### src/rtl/plru4_pkg.sv
package plru4_pkg;
    localparam int NUM_WAYS = 4;
    localparam int IDX_W    = $clog2(NUM_WAYS);
    localparam int FIELD_W  = NUM_WAYS * (NUM_WAYS - 1) / 2;

    typedef logic [FIELD_W-1:0] field_t;
    typedef logic [IDX_W-1:0]   way_t;

    typedef struct packed {
        field_t field;
    } plru_state_t;

    // Pair (a,b), a<b, is numbered in lexical order; pair 0 is the top bit.
    // A set bit means b was used after a.
    function automatic int pair_pos(input int a, input int b);
        int n;
        int pos;
        n   = 0;
        pos = 0;
        for (int x = 0; x < NUM_WAYS; x++) begin
            for (int y = x + 1; y < NUM_WAYS; y++) begin
                if (x == a && y == b) pos = n;
                n++;
            end
        end
        return FIELD_W - 1 - pos;
    endfunction

    // Bits that become 1 when way k is used: pairs where k is the later member.
    function automatic field_t newer_mask(input int k);
        field_t m;
        m = '0;
        for (int i = 0; i < k; i++) m[pair_pos(i, k)] = 1'b1;
        return m;
    endfunction

    // Bits that become 0 when way k is used: pairs where k is the earlier member.
    function automatic field_t older_mask(input int k);
        field_t m;
        m = '0;
        for (int j = k + 1; j < NUM_WAYS; j++) m[pair_pos(k, j)] = 1'b1;
        return m;
    endfunction
endpackage

### src/rtl/plru4_update.sv
module plru4_update
    import plru4_pkg::*;
(
    input  field_t cur_field,
    input  logic   upd_en,
    input  way_t   upd_way,
    output field_t nxt_field
);
    field_t set_tbl [NUM_WAYS];
    field_t clr_tbl [NUM_WAYS];

    for (genvar k = 0; k < NUM_WAYS; k++) begin : g_mask
        assign set_tbl[k] = newer_mask(k);
        assign clr_tbl[k] = older_mask(k);
    end

    always_comb begin
        nxt_field = cur_field;
        if (upd_en) begin
            nxt_field = (cur_field & ~clr_tbl[upd_way]) | set_tbl[upd_way];
        end
    end
endmodule

### src/rtl/plru4_decode.sv
module plru4_decode
    import plru4_pkg::*;
(
    input  logic   clk,
    input  logic   rst_n,
    input  field_t field,
    output way_t   victim,
    output logic   no_match
);
    logic [NUM_WAYS-1:0] hit_vec;

    // Way k is oldest when every other way is newer: pairs (i,k) read 0, pairs (k,j) read 1.
    for (genvar k = 0; k < NUM_WAYS; k++) begin : g_match
        localparam field_t CARE = newer_mask(k) | older_mask(k);
        localparam field_t WANT = older_mask(k);
        assign hit_vec[k] = ((field & CARE) == WANT);
    end

    always_comb begin
        victim = '0;
        for (int k = NUM_WAYS - 1; k >= 0; k--) begin
            if (hit_vec[k]) victim = way_t'(k);
        end
        no_match = ~|hit_vec;
    end

    // the per-way patterns never overlap, so the checking order cannot matter
    a_r6_single_victim: assert property (@(posedge clk) disable iff (!rst_n)
        $onehot0(hit_vec));
endmodule

### src/rtl/plru4_tracker.sv
module plru4_tracker
    import plru4_pkg::*;
(
    input  logic       clk,
    input  logic       rst_n,
    input  logic       use_valid,
    input  logic [1:0] use_idx,
    input  logic       refill_valid,
    input  logic       sw_wr_en,
    input  logic [5:0] sw_wr_data,
    output logic [5:0] lru_field,
    output logic [1:0] repl_idx,
    output logic       repl_err
);
    plru_state_t state_q, state_d;
    logic        upd_en;
    way_t        upd_way;
    field_t      upd_field;
    way_t        victim;
    logic        no_match;

    // Refill outranks a hit.
    assign upd_en  = refill_valid | use_valid;
    assign upd_way = refill_valid ? victim : use_idx;

    plru4_update u_update (
        .cur_field (state_q.field),
        .upd_en    (upd_en),
        .upd_way   (upd_way),
        .nxt_field (upd_field)
    );

    plru4_decode u_decode (
        .clk      (clk),
        .rst_n    (rst_n),
        .field    (state_q.field),
        .victim   (victim),
        .no_match (no_match)
    );

    always_comb begin
        state_d       = state_q;
        state_d.field = upd_field;
        if (sw_wr_en) begin
            state_d.field = sw_wr_data;
        end
    end

    always_ff @(posedge clk) begin
        if (!rst_n) begin
            state_q <= '0;
        end else begin
            state_q <= state_d;
        end
    end

    assign lru_field = state_q.field;
    assign repl_idx  = victim;
    assign repl_err  = no_match;

    // software write lands regardless of concurrent strobes
    a_r10_sw_write_wins: assert property (@(posedge clk) disable iff (!rst_n)
        sw_wr_en |=> lru_field == $past(sw_wr_data));

    // nothing strobed, nothing changes
    a_r12_idle_hold: assert property (@(posedge clk) disable iff (!rst_n)
        (!sw_wr_en && !use_valid && !refill_valid) |=> $stable(lru_field));

    // a just-used way is never the next victim
    a_r11_used_not_victim: assert property (@(posedge clk) disable iff (!rst_n)
        (!sw_wr_en && use_valid && !refill_valid)
        |=> (repl_idx != $past(use_idx)) || repl_err);

    // refilling the victim moves the victim elsewhere
    a_r8_refill_moves_victim: assert property (@(posedge clk) disable iff (!rst_n)
        (!sw_wr_en && refill_valid && !repl_err) |=> repl_idx != $past(repl_idx));
endmodule

### config.mk
export PLATFORM = sky130hd
export DESIGN_NAME = plru4_tracker
export DESIGN_NICKNAME = d
export VERILOG_FILES = /design/src/rtl/plru4_pkg.sv /design/src/rtl/plru4_update.sv /design/src/rtl/plru4_decode.sv /design/src/rtl/plru4_tracker.sv
export SDC_FILE = /design/constraint.sdc
export NUM_CORES = 1
export LEC_CHECK = 0
export CELL_PAD_IN_SITES_DETAIL_PLACEMENT = 0
export CELL_PAD_IN_SITES_GLOBAL_PLACEMENT = 1
export CORE_MARGIN = 2
export CORE_UTILIZATION = 31
export CTS_CLUSTER_SIZE = 8
export DETAILED_ROUTE_END_ITERATION = 8
export GPL_TIMING_DRIVEN = 0
export PLACE_DENSITY = 0.84
export SYNTH_ARGS = -nofsm -noshare
export SYNTH_HDL_FRONTEND = slang
export SYNTH_SLANG_ARGS = --single-unit
### constraint.sdc
create_clock -name clk -period 2.9 [get_ports clk]
set_clock_uncertainty 0.15 [all_clocks]
set_input_delay 0.725 -clock clk [delete_from_list [all_inputs] [get_ports clk]]
set_output_delay 0.725 -clock clk [all_outputs]
set_load 0.01 [all_outputs]
==> flow_metrics.py, run 1 <==
metrics = {
    "outcome": {
        "outcome": "complete, no violations",
    },
    "logic_synthesis": {
        "syn_inst": 64,
        "async_reset_ff_share_pct": 0,
        "yosysSeqAreaShare_pct": 23.0,
        "syn_nets": 77,
        "yosysWarnings": 0,
        "ys.flop_type": "dfxtp_1",
        "synth_seq_cells": 6,
        "syn_area_um2": 523,
        "synth-edff-count": 0,
        "avgSynthCellArea_um2": 8.17,
        "ys_types": 34,
    },
    "sta": {
        "clock.fmax_mhz": 363,
        "tightest_slew_ns": 0.345,
        "rsz0062_at_grt": "no",
        "setup-violations-final": 0,
        "hold_viol": 0,
        "slew_violations": 0,
        "worst_slack_ns": 0.143,
        "max-slew-margin-rel_pct": 76.9,
        "tns_ns": 0,
        "final.period_utilization_pct": 95.1,
        "hold_ws_ns": 0.523,
        "fin_crit_ns": 2.76,
    },
    "clock_network": {
        "clock_latency_ns": 0.25,
        "clock-sinks": 6,
        "cts_tree": "built",
        "postCtsSetupRepairBufs": 0,
        "path_clk_slew_ns": 0.05,
        "post_cts_resized": 0,
        "clockBufferDepth": 2,
        "cts_htree_levels": 1,
        "cts_root_buf": "clkbuf_4",
        "cts_buffers": 3,
        "ctsHoldBuffers": 0,
    },
    "global_routing": {
        "antenna_found_initial": 0,
        "overflow": 0,
        "use_met3_pct": 2.80,
        "grt_first_pass_wirelength_um": 2300,
        "grt_pass1_vias": 529,
        "track_usage_pct": 15.7,
        "grt.busiest_layer": "met2",
        "grt_use_met2_pct": 22.3,
        "grt_max_degree": 11,
        "met1_usage_pct": 21.3,
    },
    "critical_path": {
        "crit_required_ns": 2.03,
        "critPathArrivalTime_ns": 1.88,
        "endpoint_kind": "output port",
        "crit_fanout": 8,
        "r2r_setup_slack_ns": 1.26,
        "start_kind": "flop",
        "worstSetupPathType": "reg -> out",
    },
    "detailed_routing": {
        "avgRoutedWirePerCell_um": 13.5,
        "wl_um": 1390,
        "first_pass_iters": 4,
        "drc": 0,
        "via_count": 599,
        "drt-vias-per-instance": 5.82,
        "antenna_left": 0,
        "drt_iter0_markers": 10,
    },
    "placement": {
        "dp.final_hpwl_um": 1050,
        "dpl_worst_slack_ns": 0.401,
        "portBuffers": 20,
        "place_congestion": 0.805,
        "dp.cells": 100,
        "placed_cell_area_um2": 743,
    },
    "die": {
        "die_area_mm2": 0.00203,
        "die_w_um": 45.1,
        "rows": 14,
        "start_util_pct": 33.9,
        "die_y_um": 45.1,
        "ioPinCount": 22,
        "core_region_area_mm2": 0.00154,
    },
    "cells_and_area": {
        "register_area_um2": 120,
        "fin_cells": 103,
        "syn_to_final_growth_pct": 46.4,
        "antenna_cells": 0,
        "drive_gt1_share_pct": 17.2,
        "fin_nets": 102,
        "fin_area_um2": 766,
        "final_util_pct": 49.7,
        "fillers": 158,
        "multi_input_area_um2": 378,
    },
    "pwr": {
        "p_per_area_mw_per_mm2": 402,
        "max-vdd-ir-drop_v": 0.000216,
        "p_sw_mw": 0.101,
        "p_sw_share_pct": 32.7,
        "pwr-share-comb_pct": 39.5,
        "clkPwrFrac_pct": 26.0,
        "p_seq_share_pct": 34.5,
        "power_mw": 0.308,
        "leakage_nw": 0.300,
        "p_int_mw": 0.207,
    },
    "worst_hold_path": {
        "hold_class": "reg -> reg",
    },
    "run": {
        "maxCapViolCount": 0,
    },
}
cells in the mapped netlist (all sizes together) (2+ instances only):
cell type  count  area [um2]
a21oi          4        31.3
nor4b          2        32.5
dfxtp          6         120
and4b          2        20.0
and3           2        12.5
and2b          2        16.3
nor2           8        35.0
nand2          6        22.5
or3b           2        17.5
nand3          3        15.0
o311a          2        21.3
o21ai          7        35.0
a221oi         3        26.3
buf            2        16.3
layout by cell type (no fill, tap or decap), types with 2 or more instances in the layout:
cell,count
a21oi_1,3
a221oi_1,3
and3_1,2
and4b_1,2
clkbuf_4,3
clkdlybuf4s50_1,20
dfxtp_1,6
nand2_1,6
nand3_1,3
nor2_1,6
nor2_2,2
o21ai_0,7
power by group through the flow:
stage / sequential, mW / clock, mW / combinational (mW)
after floorplan: 0.108 / 0 / 0.0629
after global placement: 0.108 / 0 / 0.121
after detailed placement: 0.107 / 0 / 0.122
after CTS: 0.106 / 0.0799 / 0.122
after global routing: 0.108 / 0.0860 / 0.133
final: 0.106 / 0.0801 / 0.122
kinds of logic after synthesis:
group | count (synthesis) | share of synthesized area [%]
flops | 6 | 23.0
compound gates | 22 | 31.1
buf+inv | 4 | 4.78
simple gates | 32 | 41.1
metal layers:
| layer | part of all wire (%) | up-vias |
|---|---|---|
| met1 | 47 | 273 |
| met2 | 44 | 26 |
| met4 | 2.2 | 0 |
| li1 | - | 295 |
| met5 | 0 | - |
| met3 | 6.6 | 5 |
final cells by class:
cell class              count  area share, %
multi-input cells          54           49.3
repair buffers             20           26.1
flip-flops and latches      6           15.7
clock buffers               3           2.94
plain buffers               3           2.78
well taps                  16           2.61
inverters                   1          0.490
critical path, stage by stage, from the launching register on:
cell and delay, ns:
dfxtp_1 0.50, or3_2 0.20, o21ai_0 0.10, a311oi_1 0.25, clkdlybuf4s50_1 0.57
worst paths after layout:
check	cells after the start	startpoint	end
worst max-delay path	4	flop	repl_err
worst min-delay path	2	lru_field[2]	lru_field[2]
worst max register to register	4	flop	flop
worst min register to register	2	lru_field[2]	lru_field[2]
No activity file was read; power rests on OpenSTA's default activity.
==> run 2, diff against run 1 <==
CORE_AREA = 2 2 39 41   (was unset)
CORE_MARGIN = unset   (was 2)
CORE_UTILIZATION = unset   (was 31)
DIE_AREA = 0 0 41 43   (was unset)
DONT_BUFFER_PORTS = 1   (was unset)
PLACE_DENSITY = 0.73   (was 0.84)
RECOVER_POWER = 25   (was unset)
==> flow_metrics.py, run 2 (synthesis gave the netlist of run 1 again) <==
metrics = {
    "outcome": {
        "outcome": "complete, no violations",
    },
    "sta": {
        "tightest_slew_ns": 0.432,
        "max-slew-margin-rel_pct": 70.9,
        "final.period_utilization_pct": 86.3,
        "hold_viol": 0,
        "hold_ws_ns": 0.501,
        "clock.fmax_mhz": 400,
        "fin_crit_ns": 2.50,
        "tns_ns": 0,
        "rsz0062_at_grt": "no",
        "slew_violations": 0,
        "worst_slack_ns": 0.397,
        "setup-violations-final": 0,
    },
    "cells_and_area": {
        "fin_nets": 82,
        "most-common-layout-cells": "o21ai_0 (7), nand2_1 (6), nor2_1 (6), dfxtp_1 (6)",
        "final_util_pct": 40.9,
        "fin_cells": 83,
        "drive_gt1_share_pct": 22.4,
        "syn_to_final_growth_pct": 8.13,
        "fin_area_um2": 566,
        "final_common_cell": "o21ai_0",
        "antenna_cells": 0,
    },
    "detailed_routing": {
        "drt_iter0_markers": 7,
        "via_count": 516,
        "first_pass_iters": 4,
        "drt-vias-per-instance": 6.22,
        "wl_um": 1320,
        "avgRoutedWirePerCell_um": 15.9,
        "antenna_left": 0,
        "drc": 0,
    },
    "placement": {
        "dp.cells": 80,
        "portBuffers": 0,
        "dpl_worst_slack_ns": 0.625,
        "place_congestion": 0.739,
        "dp.final_hpwl_um": 973,
        "placed_cell_area_um2": 543,
    },
    "global_routing": {
        "grt_pass1_vias": 487,
        "grt_first_pass_wirelength_um": 2100,
        "antenna_found_initial": 0,
        "grt_max_degree": 11,
        "overflow": 0,
        "track_usage_pct": 17.3,
    },
    "critical_path": {
        "critPathArrivalTime_ns": 1.63,
        "endpoint_kind": "output port",
        "worstPathCellList": "or3_2 -> o21ai_0 -> a311oi_1",
        "crit_fanout": 8,
        "slowest_delay_ns": 0.54,
        "cp_top_family": "compound AO/OA/AOI/OAI gates",
        "start_kind": "flop",
        "crit_slowest_cell": "dfxtp_1",
        "crit_required_ns": 2.03,
        "worstSetupPathType": "reg -> out",
        "path_buf_inv": 0,
    },
    "die": {
        "core_region_area_mm2": 0.00138,
        "rows": 14,
        "start_util_pct": 37.8,
        "die_area_mm2": 0.00176,
        "die_y_um": 43,
        "ioPinCount": 22,
        "die_w_um": 41,
    },
    "pwr": {
        "p_sw_mw": 0.0885,
        "leakage_nw": 0.224,
        "p_sw_share_pct": 34.2,
        "power_mw": 0.259,
        "p_seq_share_pct": 42.5,
        "clkPwrFrac_pct": 29.2,
        "pwr-share-comb_pct": 28.3,
        "max-vdd-ir-drop_v": 0.000276,
        "p_int_mw": 0.170,
        "p_per_area_mw_per_mm2": 458,
    },
    "clock_network": {
        "clock_latency_ns": 0.24,
        "cts_htree_levels": 1,
        "clock-sinks": 6,
        "cts_tree": "built",
        "cts_root_buf": "clkbuf_4",
        "ctsHoldBuffers": 0,
        "clockBufferDepth": 2,
        "cts_buffers": 3,
        "postCtsSetupRepairBufs": 0,
        "post_cts_resized": 0,
        "path_clk_slew_ns": 0.05,
    },
    "run": {
        "maxCapViolCount": 0,
    },
    "worst_hold_path": {
        "hold_class": "in -> reg",
    },
}
-- run 2: cell types whose count changed in the layout (fill, tap and decap cells not counted), sizes merged --
cell,change
clkdlybuf4s50,-20
-- run 2: per-layer routing --
layer  routed length, um  share of wire [%]  global-route usage (%)
met5                   0                  0                       0
met4                  25                1.9                    8.00
met3                 135                 10                    4.19
met2                 582                 44                    23.1
met1                 575                 44                    25.3
-- run 2: path summary, 6_finish.rpt --
kind,end,start,cells past startpoint,slack [ns]
max,repl_err,flop,3,0.40
min,flop,sw_wr_data[4],1,0.50
max reg2reg,flop,flop,4,1.21
min reg2reg,lru_field[2],lru_field[2],2,0.58
-- run 2: cell type report --
type | count | area, um2
clock buffers | 3 | 22.5
well taps | 16 | 20.0
multi-input cells | 54 | 378
flip-flops and latches | 6 | 120
fillers | 151 | 818
plain buffers | 3 | 21.3
inverters | 1 | 3.75
-- run 2: power groups by stage --
stage	clock network [mW]	logic [mW]	registers [mW]
floorplan	0	0.0629	0.108
global placement	0	0.0731	0.112
detailed placement	0	0.0730	0.112
CTS	0.0780	0.0734	0.110
global route	0.0837	0.0833	0.112
finish	0.0755	0.0733	0.110
==> run 3, diff against run 2 <==
CORE_AREA = 5 5 42 44   (was 2 2 39 41)
DIE_AREA = 0 0 47 49   (was 0 0 41 43)
==> flow_metrics.py, run 3 (synthesis gave the netlist of run 1 again) <==
metrics = {
    "sta": {
        "hold_ws_ns": 0.492,
        "fin_crit_ns": 2.57,
        "hold_viol": 0,
        "max-slew-margin-rel_pct": 69.4,
        "rsz0062_at_grt": "no",
        "final.period_utilization_pct": 88.5,
        "tns_ns": 0,
        "setup-violations-final": 0,
        "tightest_slew_ns": 0.454,
        "clock.fmax_mhz": 390,
        "slew_violations": 0,
    },
    "pwr": {
        "max-vdd-ir-drop_v": 0.000174,
        "pwr-share-comb_pct": 27.8,
        "p_sw_share_pct": 35.4,
        "p_seq_share_pct": 42.2,
        "power_mw": 0.263,
        "p_per_area_mw_per_mm2": 468,
        "p_int_mw": 0.170,
        "p_sw_mw": 0.0931,
        "leakage_nw": 0.223,
        "clkPwrFrac_pct": 30.0,
    },
    "die": {
        "rows": 14,
        "die_w_um": 47,
        "die_y_um": 49,
        "core_region_area_mm2": 0.00140,
        "ioPinCount": 22,
        "start_util_pct": 37.3,
        "die_area_mm2": 0.00230,
    },
    "clock_network": {
        "clockBufferDepth": 2,
        "cts_htree_levels": 1,
        "cts_buffers": 3,
        "clock-sinks": 6,
        "ctsHoldBuffers": 0,
        "cts_tree": "built",
        "path_clk_slew_ns": 0.05,
        "post_cts_resized": 0,
        "cts_root_buf": "clkbuf_4",
        "postCtsSetupRepairBufs": 0,
        "clock_latency_ns": 0.25,
    },
    "critical_path": {
        "start_kind": "flop",
        "crit_fanout": 8,
        "crit_end": "repl_err",
        "critPathArrivalTime_ns": 1.69,
        "crit_required_ns": 2.03,
        "startpoint": "lru_field[3]",
        "endpoint_kind": "output port",
        "r2r_setup_slack_ns": 1.18,
        "reg2regPathDepth": 4,
        "worstSetupPathType": "reg -> out",
    },
    "global_routing": {
        "grt_max_degree": 11,
        "overflow": 0,
        "grt_pass1_vias": 470,
        "antenna_found_initial": 0,
        "grt_first_pass_wirelength_um": 2220,
        "track_usage_pct": 12.7,
    },
    "detailed_routing": {
        "wl_um": 1440,
        "drt_iter0_markers": 26,
        "drc": 0,
        "drt-vias-per-instance": 6.39,
        "antenna_left": 0,
        "via_count": 530,
        "first_pass_iters": 4,
        "avgRoutedWirePerCell_um": 17.3,
    },
    "cells_and_area": {
        "most-common-layout-cells": "o21ai_0 (7), nor2_1 (7), nand2_1 (6), dfxtp_1 (6)",
        "fillers": 156,
        "syn_to_final_growth_pct": 7.66,
        "final_util_pct": 40.2,
        "fin_nets": 82,
        "antenna_cells": 0,
        "drive_gt1_share_pct": 20.9,
        "fin_cells": 83,
    },
    "worst_hold_path": {
        "hold_class": "in -> reg",
    },
    "run": {
        "maxCapViolCount": 0,
    },
    "placement": {
        "place_congestion": 0.791,
        "dp.final_hpwl_um": 1050,
        "portBuffers": 0,
        "dp.cells": 80,
    },
    "outcome": {
        "outcome": "complete, no violations",
    },
}
[run 3: cell counts in the layout (fill, tap and decap cells not counted)]
No cell type changed its count.
[run 3: how the worst min path moves through the flow]
stage	cells past startpoint	from	to	slack [ns]
finish	1	sw_wr_data[4]	flop	0.49
global route	1	sw_wr_data[4]	flop	0.50
CTS	1	sw_wr_data[4]	flop	0.49
detailed placement	2	lru_field[2]	lru_field[2]	0.57
global placement	2	lru_field[2]	lru_field[2]	0.57
floorplan	2	lru_field[2]	lru_field[2]	0.49
[run 3: per-layer routing]
| metal | up-vias | share of wire, % | GRT usage, % | routed length (um) |
|---|---|---|---|---|
| met3 | 2 | 7.9 | 1.48 | 114 |
| met2 | 23 | 43 | 17.2 | 623 |
| met4 | 0 | 1.3 | 4.15 | 19 |
| met1 | 250 | 47 | 20.1 | 682 |
| met5 | - | 0 | 0 | 0 |
| li1 | 255 | - | - | - |
[run 3: cell type report]
class,count,area [um2],area share [%]
multi-input combinational,54,375,66.7
sequential,6,120,21.3
clock buffer,3,22.5,4.00
buffer,3,21.3,3.78
tap,16,20.0,3.56
inverter,1,3.75,0.667
[run 3: power by group through the flow]
stage                     clock network, mW  registers [mW]  logic, mW
after CTS                            0.0806           0.111     0.0739
after global placement                    0           0.113     0.0732
final                                0.0790           0.111     0.0732
after global routing                 0.0846           0.113     0.0818
after detailed placement                  0           0.112     0.0734
after floorplan                           0           0.108     0.0629
[run 3: worst max-delay path: stages, from the launching register on]
cell and delay (ns):
dfxtp_1 0.56, or3_2 0.22, o21ai_0 0.18, a311oi_1 0.48
[run 3: metrics by stage]
stage          setup WS (ns)  cell area, um2
3_3_place_gp           0.583             543
2_1_floorplan          0.751             523
4_1_cts                0.321             566
3_5_place_dp           0.593             543
6_report               0.334             563
5_1_grt                0.264             563
